<file path="src/rtl/hdlc_link_pkg.sv">
package hdlc_link_pkg;
  localparam logic [7:0]  FLAG_OCTET = 8'h7E;
  localparam int          FLAG_LEN   = 8;
  localparam int          A_CFG      = 0;
  localparam int          A_STAT     = 1;
  localparam int          A_DATA     = 2;
  localparam int          A_LAST     = 3;

  typedef enum logic [2:0] {
    ST_OFF,
    ST_FLAG,
    ST_DATA,
    ST_FCS,
    ST_ABORT
  } tx_state_e;
endpackage

</file>
<file path="src/rtl/hdlc_link_regs.sv">
module hdlc_link_regs
  import hdlc_link_pkg::*;
#(
  parameter int DATA_W = 8,
  parameter int ADDR_W = 2
) (
  input  logic              clk_i,
  input  logic              rst_ni,
  input  logic              wr_en_i,
  input  logic [ADDR_W-1:0] wr_addr_i,
  input  logic [DATA_W-1:0] wr_data_i,
  input  logic [ADDR_W-1:0] rd_addr_i,
  input  logic              pop_i,
  input  logic              udr_set_i,
  output logic              en_o,
  output logic              fcs_en_o,
  output logic              req_en_o,
  output logic [DATA_W-1:0] hold_data_o,
  output logic              hold_last_o,
  output logic              hold_full_o,
  output logic              data_req_o,
  output logic              udr_o,
  output logic [DATA_W-1:0] rd_data_o
);
  localparam int CFG_W = 3;

  logic [CFG_W-1:0]  cfg_q;
  logic [DATA_W-1:0] data_q;
  logic              last_q, full_q, udr_q;
  logic              wr_cfg, wr_stat, wr_byte;

  assign wr_cfg  = wr_en_i && (wr_addr_i == ADDR_W'(A_CFG));
  assign wr_stat = wr_en_i && (wr_addr_i == ADDR_W'(A_STAT));
  assign wr_byte = wr_en_i && ((wr_addr_i == ADDR_W'(A_DATA)) ||
                               (wr_addr_i == ADDR_W'(A_LAST)));

  always_ff @(posedge clk_i or negedge rst_ni) begin
    if (!rst_ni) begin
      cfg_q  <= '0;
      data_q <= '0;
      last_q <= 1'b0;
      full_q <= 1'b0;
      udr_q  <= 1'b0;
    end else begin
      if (wr_cfg) cfg_q <= wr_data_i[CFG_W-1:0];
      // holding register is flushed while disabled
      if (!cfg_q[0] || pop_i) begin
        full_q <= 1'b0;
      end else if (wr_byte && !full_q) begin
        full_q <= 1'b1;
        data_q <= wr_data_i;
        last_q <= (wr_addr_i == ADDR_W'(A_LAST));
      end
      if (udr_set_i)                    udr_q <= 1'b1;
      else if (wr_stat && !wr_data_i[1]) udr_q <= 1'b0;
    end
  end

  assign en_o        = cfg_q[0];
  assign fcs_en_o    = cfg_q[1];
  assign req_en_o    = cfg_q[2];
  assign hold_data_o = data_q;
  assign hold_last_o = last_q;
  assign hold_full_o = full_q;
  assign data_req_o  = cfg_q[0] & ~full_q;
  assign udr_o       = udr_q;

  always_comb begin
    rd_data_o = '0;
    case (rd_addr_i)
      ADDR_W'(A_CFG):  rd_data_o = DATA_W'(cfg_q);
      ADDR_W'(A_STAT): rd_data_o = DATA_W'({udr_q, data_req_o});
      default:         rd_data_o = '0;
    endcase
  end
endmodule

</file>
<file path="src/rtl/hdlc_link_crc.sv">
module hdlc_link_crc #(
  parameter int             FCS_W = 16,
  parameter logic [FCS_W-1:0] POLY = 16'h8408
) (
  input  logic [FCS_W-1:0] crc_i,
  input  logic             bit_i,
  output logic [FCS_W-1:0] crc_o
);
  logic fb;
  assign fb    = crc_i[0] ^ bit_i;
  assign crc_o = (crc_i >> 1) ^ (fb ? POLY : '0);
endmodule

</file>
<file path="src/rtl/hdlc_link_ser.sv">
module hdlc_link_ser
  import hdlc_link_pkg::*;
#(
  parameter int DATA_W    = 8,
  parameter int FCS_W     = 16,
  parameter int STUFF_RUN = 5,
  parameter int ABORT_LEN = 8
) (
  input  logic              clk_i,
  input  logic              rst_ni,
  input  logic              bit_en_i,
  input  logic              en_i,
  input  logic              fcs_en_i,
  input  logic [DATA_W-1:0] hold_data_i,
  input  logic              hold_last_i,
  input  logic              hold_full_i,
  output logic              pop_o,
  output logic              udr_set_o,
  output logic              tx_bit_o
);
  localparam int CNT_W  = $clog2(FCS_W);
  localparam int ONES_W = $clog2(STUFF_RUN + 1);
  localparam logic [FCS_W-1:0] CRC_PRESET = '1;

  tx_state_e         state_q, state_d;
  logic [CNT_W-1:0]  cnt_q, cnt_d;
  logic [ONES_W-1:0] ones_q, ones_d, ones_nx;
  logic [FCS_W-1:0]  sh_q, sh_d, crc_q, crc_d, crc_nx;
  logic              stuff_q, stuff_d, last_q, last_d, tx_q, tx_d;

  hdlc_link_crc #(.FCS_W(FCS_W)) u_crc (
    .crc_i (crc_q),
    .bit_i (sh_q[0]),
    .crc_o (crc_nx)
  );

  assign ones_nx = sh_q[0] ? ones_q + 1'b1 : '0;

  always_comb begin
    state_d   = state_q;
    cnt_d     = cnt_q;
    ones_d    = ones_q;
    sh_d      = sh_q;
    crc_d     = crc_q;
    stuff_d   = stuff_q;
    last_d    = last_q;
    tx_d      = tx_q;
    pop_o     = 1'b0;
    udr_set_o = 1'b0;
    if (bit_en_i) begin
      if (!en_i) begin
        state_d = ST_OFF;
        cnt_d   = '0;
        ones_d  = '0;
        stuff_d = 1'b0;
        tx_d    = 1'b1;
      end else if (stuff_q) begin
        // inserted zero occupies this slot, nothing else advances
        tx_d    = 1'b0;
        stuff_d = 1'b0;
      end else begin
        case (state_q)
          ST_OFF: begin
            state_d = ST_FLAG;
            cnt_d   = '0;
            tx_d    = 1'b1;
          end
          ST_FLAG: begin
            tx_d   = FLAG_OCTET[cnt_q[2:0]];
            cnt_d  = cnt_q + 1'b1;
            ones_d = '0;
            if (cnt_q == CNT_W'(FLAG_LEN - 1)) begin
              cnt_d = '0;
              if (hold_full_i) begin
                state_d = ST_DATA;
                sh_d    = FCS_W'(hold_data_i);
                last_d  = hold_last_i;
                crc_d   = CRC_PRESET;
                pop_o   = 1'b1;
              end
            end
          end
          ST_DATA, ST_FCS: begin
            tx_d  = sh_q[0];
            sh_d  = sh_q >> 1;
            cnt_d = cnt_q + 1'b1;
            if (ones_nx == ONES_W'(STUFF_RUN)) begin
              stuff_d = 1'b1;
              ones_d  = '0;
            end else begin
              ones_d = ones_nx;
            end
            if (state_q == ST_DATA) begin
              crc_d = crc_nx;
              if (cnt_q == CNT_W'(DATA_W - 1)) begin
                cnt_d = '0;
                if (last_q) begin
                  if (fcs_en_i) begin
                    state_d = ST_FCS;
                    sh_d    = ~crc_nx;
                  end else begin
                    state_d = ST_FLAG;
                  end
                end else if (hold_full_i) begin
                  sh_d   = FCS_W'(hold_data_i);
                  last_d = hold_last_i;
                  pop_o  = 1'b1;
                end else begin
                  state_d = ST_ABORT;
                end
              end
            end else if (cnt_q == CNT_W'(FCS_W - 1)) begin
              cnt_d   = '0;
              state_d = ST_FLAG;
            end
          end
          ST_ABORT: begin
            tx_d   = 1'b1;
            ones_d = '0;
            cnt_d  = cnt_q + 1'b1;
            if (cnt_q == '0) udr_set_o = 1'b1;
            if (cnt_q == CNT_W'(ABORT_LEN - 1)) begin
              cnt_d   = '0;
              state_d = ST_FLAG;
            end
          end
          default: state_d = ST_OFF;
        endcase
      end
    end
  end

  always_ff @(posedge clk_i or negedge rst_ni) begin
    if (!rst_ni) begin
      state_q <= ST_OFF;
      cnt_q   <= '0;
      ones_q  <= '0;
      sh_q    <= '0;
      crc_q   <= CRC_PRESET;
      stuff_q <= 1'b0;
      last_q  <= 1'b0;
      tx_q    <= 1'b1;
    end else begin
      state_q <= state_d;
      cnt_q   <= cnt_d;
      ones_q  <= ones_d;
      sh_q    <= sh_d;
      crc_q   <= crc_d;
      stuff_q <= stuff_d;
      last_q  <= last_d;
      tx_q    <= tx_d;
    end
  end

  assign tx_bit_o = tx_q;
endmodule

</file>
<file path="src/rtl/hdlc_link_tx.sv">
module hdlc_link_tx #(
  parameter int DATA_W    = 8,
  parameter int ADDR_W    = 2,
  parameter int FCS_W     = 16,
  parameter int STUFF_RUN = 5,
  parameter int ABORT_LEN = 8
) (
  input  logic              clk_i,
  input  logic              rst_ni,
  input  logic              bit_en_i,
  input  logic              wr_en_i,
  input  logic [ADDR_W-1:0] wr_addr_i,
  input  logic [DATA_W-1:0] wr_data_i,
  input  logic [ADDR_W-1:0] rd_addr_i,
  output logic [DATA_W-1:0] rd_data_o,
  output logic              tx_bit_o,
  output logic              req_o,
  output logic              udr_o
);
  logic              cfg_en, cfg_fcs, cfg_req_en;
  logic [DATA_W-1:0] hold_data;
  logic              hold_last, hold_full, data_req, pop, udr_set;

  hdlc_link_regs #(.DATA_W(DATA_W), .ADDR_W(ADDR_W)) u_regs (
    .clk_i       (clk_i),
    .rst_ni      (rst_ni),
    .wr_en_i     (wr_en_i),
    .wr_addr_i   (wr_addr_i),
    .wr_data_i   (wr_data_i),
    .rd_addr_i   (rd_addr_i),
    .pop_i       (pop),
    .udr_set_i   (udr_set),
    .en_o        (cfg_en),
    .fcs_en_o    (cfg_fcs),
    .req_en_o    (cfg_req_en),
    .hold_data_o (hold_data),
    .hold_last_o (hold_last),
    .hold_full_o (hold_full),
    .data_req_o  (data_req),
    .udr_o       (udr_o),
    .rd_data_o   (rd_data_o)
  );

  hdlc_link_ser #(
    .DATA_W    (DATA_W),
    .FCS_W     (FCS_W),
    .STUFF_RUN (STUFF_RUN),
    .ABORT_LEN (ABORT_LEN)
  ) u_ser (
    .clk_i       (clk_i),
    .rst_ni      (rst_ni),
    .bit_en_i    (bit_en_i),
    .en_i        (cfg_en),
    .fcs_en_i    (cfg_fcs),
    .hold_data_i (hold_data),
    .hold_last_i (hold_last),
    .hold_full_i (hold_full),
    .pop_o       (pop),
    .udr_set_o   (udr_set),
    .tx_bit_o    (tx_bit_o)
  );

  assign req_o = data_req & cfg_req_en;
endmodule

</file>
<file path="config.mk">
export PLATFORM = sky130hd
export DESIGN_NAME = hdlc_link_tx
export DESIGN_NICKNAME = d
export VERILOG_FILES = /design/src/rtl/hdlc_link_pkg.sv /design/src/rtl/hdlc_link_regs.sv /design/src/rtl/hdlc_link_crc.sv /design/src/rtl/hdlc_link_ser.sv /design/src/rtl/hdlc_link_tx.sv
export SDC_FILE = /design/constraint.sdc
export NUM_CORES = 1
export LEC_CHECK = 0
export BUFFER_PORTS_ARGS = -buffer_cell sky130_fd_sc_hd__buf_4
export CORE_UTILIZATION = 30
export CTS_BUF_LIST = sky130_fd_sc_hd__clkbuf_16
export DETAILED_ROUTE_END_ITERATION = 8
export PLACE_DENSITY = 0.46
export SYNTH_ARGS = -nofsm -noshare
export SYNTH_HDL_FRONTEND = slang
export SYNTH_SLANG_ARGS = --single-unit
</file>
<file path="constraint.sdc">
create_clock -name clk_i -period 3.5 [get_ports clk_i]
set_input_delay 0 -clock clk_i [delete_from_list [all_inputs] [get_ports clk_i]]
set_output_delay 0 -clock clk_i [all_outputs]
set_load 0.01 [all_outputs]
</file>
==> summary.md, run 1 <==
| Metric | Value |
|---|---|
| Wire length per cell | 16.3 um |
| Sequential power share | 0.437 |
| I/O pin count | 27 |
| Async SR Flop Fraction | 1.00 |
| # diodes | 0 |
| Sw Ratio | 0.342 |
| Num CTS Buffers | 9 |
| CTS sink cnt | 59 |
| CTS Root Cell | clkbuf_16 |
| Pre-Repair DR Iteration Count | 4 |
| Most frequent cells in the layout | 42 x dfrtp_1, 35 x nand2_1, 26 x o21ai_0 |
| Clock-pin slew of the registers on the worst-case setup and hold paths | 50 ps |
| Worst vdd ir | 316 uV |
| Top_reg_cell synth | dfrtp_1 |
| GPL Wtd Cong | around 0.83 |
| Min Tclk post-route | about 2400 ps |
| Hold crit path type | in -> reg |
| Commonest non-fill, non-tap cell in the layout | dfrtp_1 |
| Grt total ovfl | 0 |
| Gr busiest metal | met2 |
| Seq/Total Area, Yosys | 0.464 |
| Final core occ | 0.366 |
| Clock power frac | 0.275 |
| Via/cell ratio | 5.14 |
| Cell taking the most area after synthesis | dfrtp_1 |
| Final wirelength | around 7900 um |
| Die width | 106 um |
| Comb pwr share | 0.288 |
| Global-route wire length before repair | between 10000 and 15000 um |
| Die Height | about 110 um |
| Synth top area share | 0.325 |
| Cells taking the most area after synthesis | dfrtp_1 33%, dfstp_2 14%, mux2_2 4.2%, nand2_1 4.1%, o21ai_0 4.0% |
| Core Area | between 0.01 and 0.015 sq mm |
| Synthesis Warnings | 0 |
| All-Layer GR Usage | 0.157 |
| Max-Cap Viols | 0 |
| Distinct cell type count after synthesis | between 60 and 70 |
| Slew @ Worst Pin | approximately 770 ps |
| Final #Nets | between 300 and 400 |
| Run status | finished clean |
| Htree depth | 3 |
| Largest net degree at the start of global routing | 60 |
| Hold WS | 52.9 ps |
| Area growth from synthesis to layout | 17.4% |
| DR iter-0 viols | ~110 |
| Setup Viol. Count Final | 0 |
| Syn Inst Count | around 320 |
| Detailed placer's ending HPWL | 5340 um |
| P_int | 0.00184 W |
| Setup crit end kind | register |
| CTS Buffer Depth | 2 |
| Vias in the first global route | 2482 |
| Setup TNS | 0 ps |
| Sw power | 0.000956 W |
| Final slew viol count | 0 |
| CP startpoint kind | register |
| Leakage dissipation | 1.55 nW |
| Number of flops mapped to enable cells by yosys | 0 |
| Worst skew pair latency | 340 ps |
| ANT nets after route | 0 |
| Post_cts resized | 0 |
| Post-Syn Area | 0.00323 sq mm |
| Number of synthesized register bits | 59 |
| Met3 Use GR | 0.0421 |
| Layout cells sized above 1 | 0.221 |
| Critical path arrival | roughly 2700 ps |
| RSZ-0062 raised after global routing | false |
| Final Hold Fails | 0 |
| Initial antenna violation count | 0 |
| Critical path type | reg -> reg |
| Initial Util | 0.311 |
| Max-slew headroom | 0.486 |
| WP data required | 3780 ps |
| Routing usage on met2 | 0.232 |
| Final period util | 0.680 |
| Met1 usage | 0.213 |
| Post-CTS setup buffer count | 0 |
| Port Buf Inserts | 21 |
| Vias | 2495 |
| Fmax | ~420 MHz |
| CP max FO | 19 |
| P per Cell Area | around 740 mW/mm^2 |
| Row count | 37 |
| Average cell area after synthesis | roughly 10 sq um |
| CTS tree | yes |
| Worst Skew | between 6 and 7 ps |
| Die area | between 0.01 and 0.015 sq mm |
| DRC violations left | 0 |
-- critical path, cell delays in order (launching register included) --
cell and delay (ps):
dfrtp_1 580, nand4bb_1 660, a211oi_4 600, nor2_2 80, a211oi_1 260, a211o_1 130
-- flip-flops by register name, indices dropped and copies added, names as in the netlist --
name,cells
u_regs.hold_data_o,8
u_regs.hold_full_o,1
u_ser.cnt_q,4
u_ser.last_q,1
u_regs.hold_last_o,1
u_ser.crc_q,16
u_regs.udr_o,1
u_ser.sh_q,16
u_ser.tx_bit_o,1
u_regs.cfg_q,3
u_ser.ones_q,3
u_ser.stuff_q,1
u_ser.state_q,3
-- power by group through the flow --
stage               combinational [W]  clock (W)  sequential (W)
global placement             0.000801          0         0.00123
CTS                          0.000815   0.000789         0.00122
detailed placement           0.000803          0         0.00123
finish                       0.000806   0.000768         0.00122
floorplan                    0.000701          0         0.00110
global route                 0.000900   0.000823         0.00127
-- synth_stat cells, types with 3 or more instances --
cell type and count:
a211oi_1 3, a21boi_0 6, a21o_1 3, a21oi_1 12, a2bb2oi_1 12, buf_2 7, buf_4 10, clkbuf_1 6
dfrtp_1 42, dfstp_2 17, ha_1 3, inv_1 6, mux2_2 12, nand2_1 35, nand2b_1 5, nand3_1 7
nor2_1 13, nor2b_1 3, nor3_1 5, nor3b_1 3, o211ai_1 3, o21ai_0 26, o21ai_1 10, o21bai_1 7
o22a_1 14, xnor2_1 3
-- cell families after synthesis --
family / after synthesis / share of synthesized area
fa+ha+maj: 3 / 0.0116
compound gates: 115 / 0.251
buf+inv: 31 / 0.0527
flops: 59 / 0.464
other cells: 1 / 0.00116
mux: 13 / 0.0449
simple gates: 94 / 0.158
xor+xnor: 5 / 0.0159
-- layer usage --
metal | wire (um) | up-vias | part of all wire
li1 | - | 1216 | -
met1 | 4030 | 1225 | 0.51
met2 | 3510 | 43 | 0.44
met3 | 225 | 11 | 0.028
met4 | 133 | 0 | 0.017
met5 | 0 | - | 0
-- final cells by class --
type,count,area (sq um)
fill,1075,6580
multi-input combinational,235,1580
sequential,59,1500
timing repair buffer,32,265
clock buffer,9,225
tap,136,170
clock inverter,7,30.0
inverter,7,26.3
-- metrics by stage --
| stage | total power [W] | area, sq um | cells | setup WS, ps |
|---|---|---|---|---|
| 2_1_floorplan | 0.00180 | 3240 | 325 | 1750 |
| 3_3_place_gp | 0.00203 | 3440 | 459 | 1190 |
| 3_5_place_dp | 0.00204 | 3440 | 459 | 1150 |
| 4_1_cts | 0.00283 | 3790 | 485 | 1140 |
| 5_1_grt | 0.00299 | 3790 | 485 | 921 |
| 6_report | 0.00280 | 3790 | 485 | 1120 |
-- final timing paths --
kind,from,endpoint,slack (ps),cells past startpoint
max reg2reg,u_ser.state_q[0],u_ser.sh_q[3],1120,5
max,u_ser.state_q[0],u_ser.sh_q[3],1120,5
min in group asynchronous,rst_ni,u_regs.hold_data_o[3],290,2
min reg2reg,u_ser.sh_q[1],u_ser.sh_q[1],480,2
max in group asynchronous,rst_ni,u_ser.state_q[1],2720,2
min,wr_en_i,u_regs.udr_o,50,4
-- timing repair --
item                                   in CTS  in global routing
hold buffers                               10                  0
setup endpoints to repair                   0                  0
endpoints found under the hold margin      54                  0
Note: power is estimated with default switching activity, not from simulation.
==> inputs of run 2 (changes only) <==
==> constraint.sdc (replaced) <==
create_clock -name clk_i -period 2.2 [get_ports clk_i]
set_input_delay 0 -clock clk_i [delete_from_list [all_inputs] [get_ports clk_i]]
set_output_delay 0 -clock clk_i [all_outputs]
set_load 0.01 [all_outputs]
==> run 2 against run 1 <==
Effect of this change:
- sequential share of layout area down 1.4 points
- via count increased by 4.8%
- first-iteration DRC count is 9.3% lower
- register-to-register slack worse by 830 ps
- clock skew is 1.2 ps higher
- maximum frequency increased by 24%
- total power up 67%
- largest cell class unchanged
- largest power group unchanged
==> summary.md, run 2 (same netlist as run 1, synthesis figures left out) <==
| Metric | Value |
|---|---|
| Post-CTS setup buffer count | 0 (unchanged) |
| WP data required | 2430 ps (-1350 ps) |
| Vias in the first global route | 2566 (+3.4%) |
| ANT nets after route | 0 (unchanged) |
| # diodes | 0 (unchanged) |
| Commonest non-fill, non-tap cell in the layout | dfrtp_1 |
| Final slew viol count | 0 (unchanged) |
| GPL Wtd Cong | 0.811 (-2.8%) |
| CP startpoint kind | register |
| Hold Buf Count CTS | 10 (unchanged) |
| Die area | 0.0112 sq mm (unchanged) |
| Pre-Repair DR Iteration Count | 4 (unchanged) |
| Setup Viol. Count Final | 0 (unchanged) |
| Setup TNS | 0 ps (unchanged) |
| Slew @ Worst Pin | 746 ps (-22.6 ps) |
| Pre-CTS setup slack | 291 ps (-860 ps) |
| Post_cts resized | 0 (unchanged) |
| Grt total ovfl | 0 (unchanged) |
| Die Height | 106 um (unchanged) |
| Port Buf Inserts | 21 (unchanged) |
| Sw Ratio | 0.329 (-0.0134) |
| Die width | 106 um (unchanged) |
| P_int | 0.00314 W (+71%) |
| CTS Buffer Depth | 2 (unchanged) |
| Comb pwr share | 0.317 (+0.029) |
| Core Area | 0.0104 sq mm (unchanged) |
| All-Layer GR Usage | 0.155 (-0.00151) |
| Fmax | 523 MHz (+24%) |
| Area growth from synthesis to layout | 21.7% |
| Vias | 2614 (+4.8%) |
| Run status | finished clean |
| Fill count | 1051 (-2.2%) |
| DRC violations left | 0 (unchanged) |
| Total power | 0.00467 W (+67%) |
| Leakage dissipation | 1.64 nW (+5.4%) |
| Max-slew headroom | 0.502 (+0.0162) |
| Worst skew pair latency | 320 ps (-20 ps) |
| Setup crit end kind | register |
| Sw power | 0.00154 W (+61%) |
| P per Cell Area | 1190 mW/mm^2 (+61%) |
| CTS Root Cell | clkbuf_16 |
| DR iter-0 viols | 98 (-9.3%) |
| Worst Skew | 8.02 ps (+1.23 ps) |
| Min Tclk post-route | 1910 ps (-466 ps) |
| Final period util | 0.869 (+0.190) |
| Clock-pin slew of the registers on the worst-case setup and hold paths | 50 ps (about the same) |
| Detailed placer's ending HPWL | 5600 um (+4.8%) |
| Worst vdd ir | 451 uV (+43%) |
| Initial antenna violation count | 0 (unchanged) |
| Num CTS Buffers | 9 (unchanged) |
| RSZ-0062 raised after global routing | false |
| Largest net degree at the start of global routing | 60 (unchanged) |
| Sequential power share | 0.400 (-0.037) |
| Max-Cap Viols | 0 (unchanged) |
| CP max FO | 10 (-9) |
| Critical path type | reg -> reg |
| Initial Util | 0.311 (unchanged) |
| I/O pin count | 27 (unchanged) |
| Final wirelength | 7870 um (-0.44%) |
| CTS tree | yes |
| Final setup margin | 287 ps (-834 ps) |
| Global-route wire length before repair | 13500 um (+1.4%) |
| Most frequent cells in the layout | 42 x dfrtp_1, 37 x buf_4, 35 x nand2_1 |
| Clock power frac | 0.282 (+0.007) |
| Final Hold Fails | 0 (unchanged) |
| CTS sink cnt | 59 (unchanged) |
| Hold crit path type | in -> reg |
| Layout cells sized above 1 | 0.253 (+0.0321) |
| Row count | 37 (unchanged) |
| Via/cell ratio | 5.23 (+1.6%) |
| Htree depth | 3 (unchanged) |
| Critical path arrival | 2140 ps (-520 ps) |
| Wire length per cell | 15.7 um (-3.4%) |
| Final #Nets | 378 (+4.1%) |
[run 2: cell count changes in the layout (fill, tap and decap cells not counted)]
cell / change
buf_4: +15
bufinv_16: +1
clkinv_2: -1
[run 2: worst paths after layout]
check	startpoint	to	slack, ps	depth (start not counted)
min	bit_en_i	u_ser.stuff_q	80	3
min reg2reg	u_ser.sh_q[14]	u_ser.sh_q[14]	480	2
max in group asynchronous	rst_ni	u_ser.sh_q[15]	1410	2
max	u_ser.cnt_q[0]	u_ser.sh_q[13]	290	7
min in group asynchronous	rst_ni	u_ser.sh_q[2]	300	2
max reg2reg	u_ser.cnt_q[0]	u_ser.sh_q[13]	290	7
[run 2: worst max-delay path: stages, from the launching register on]
cell,delay [ps]
dfrtp_1,390
ha_1,280
nand4bb_1,130
buf_4,200
nor2_4,130
nand3_1,310
a2bb2oi_1,220
o21ai_0,150
[run 2: cell type report]
type / count / area [sq um] / area share
Inverter: 7 / 26.3 / 0.00669
Tap cell: 136 / 170 / 0.0433
Sequential cell: 59 / 1500 / 0.381
Clock buffer: 9 / 225 / 0.0573
Clock inverter: 7 / 55.1 / 0.0140
Multi-Input combinational cell: 235 / 1580 / 0.401
Timing Repair Buffer: 47 / 378 / 0.0962
[run 2: power groups by stage]
stage / sequential [W] / combinational [W] / clock [W]
4_1_cts: 0.00188 / 0.00150 / 0.00135
3_3_place_gp: 0.00190 / 0.00148 / 0
6_report: 0.00187 / 0.00148 / 0.00132
2_1_floorplan: 0.00175 / 0.00112 / 0
5_1_grt: 0.00193 / 0.00167 / 0.00141
3_5_place_dp: 0.00189 / 0.00148 / 0
[run 2: layer usage]
metal	GRT usage	up-vias	share of wire	wire [um]
met2	0.235	43	0.46	3630
li1	-	1243	-	-
met3	0.0328	15	0.033	259
met4	0.0675	0	0.017	136
met5	0	-	0	0
met1	0.212	1313	0.49	3840
[run 2: through the flow]
stage | area (sq um) | cells | utilization | hold WS (ps)
floorplan | 3240 | 325 | - | -296
global placement | 3550 | 474 | 0.342 | 138
detailed placement | 3550 | 474 | 0.342 | 128
CTS | 3930 | 500 | 0.379 | 85.4
global route | 3930 | 500 | 0.379 | 82.0
finish | 3930 | 500 | 0.379 | 80.5
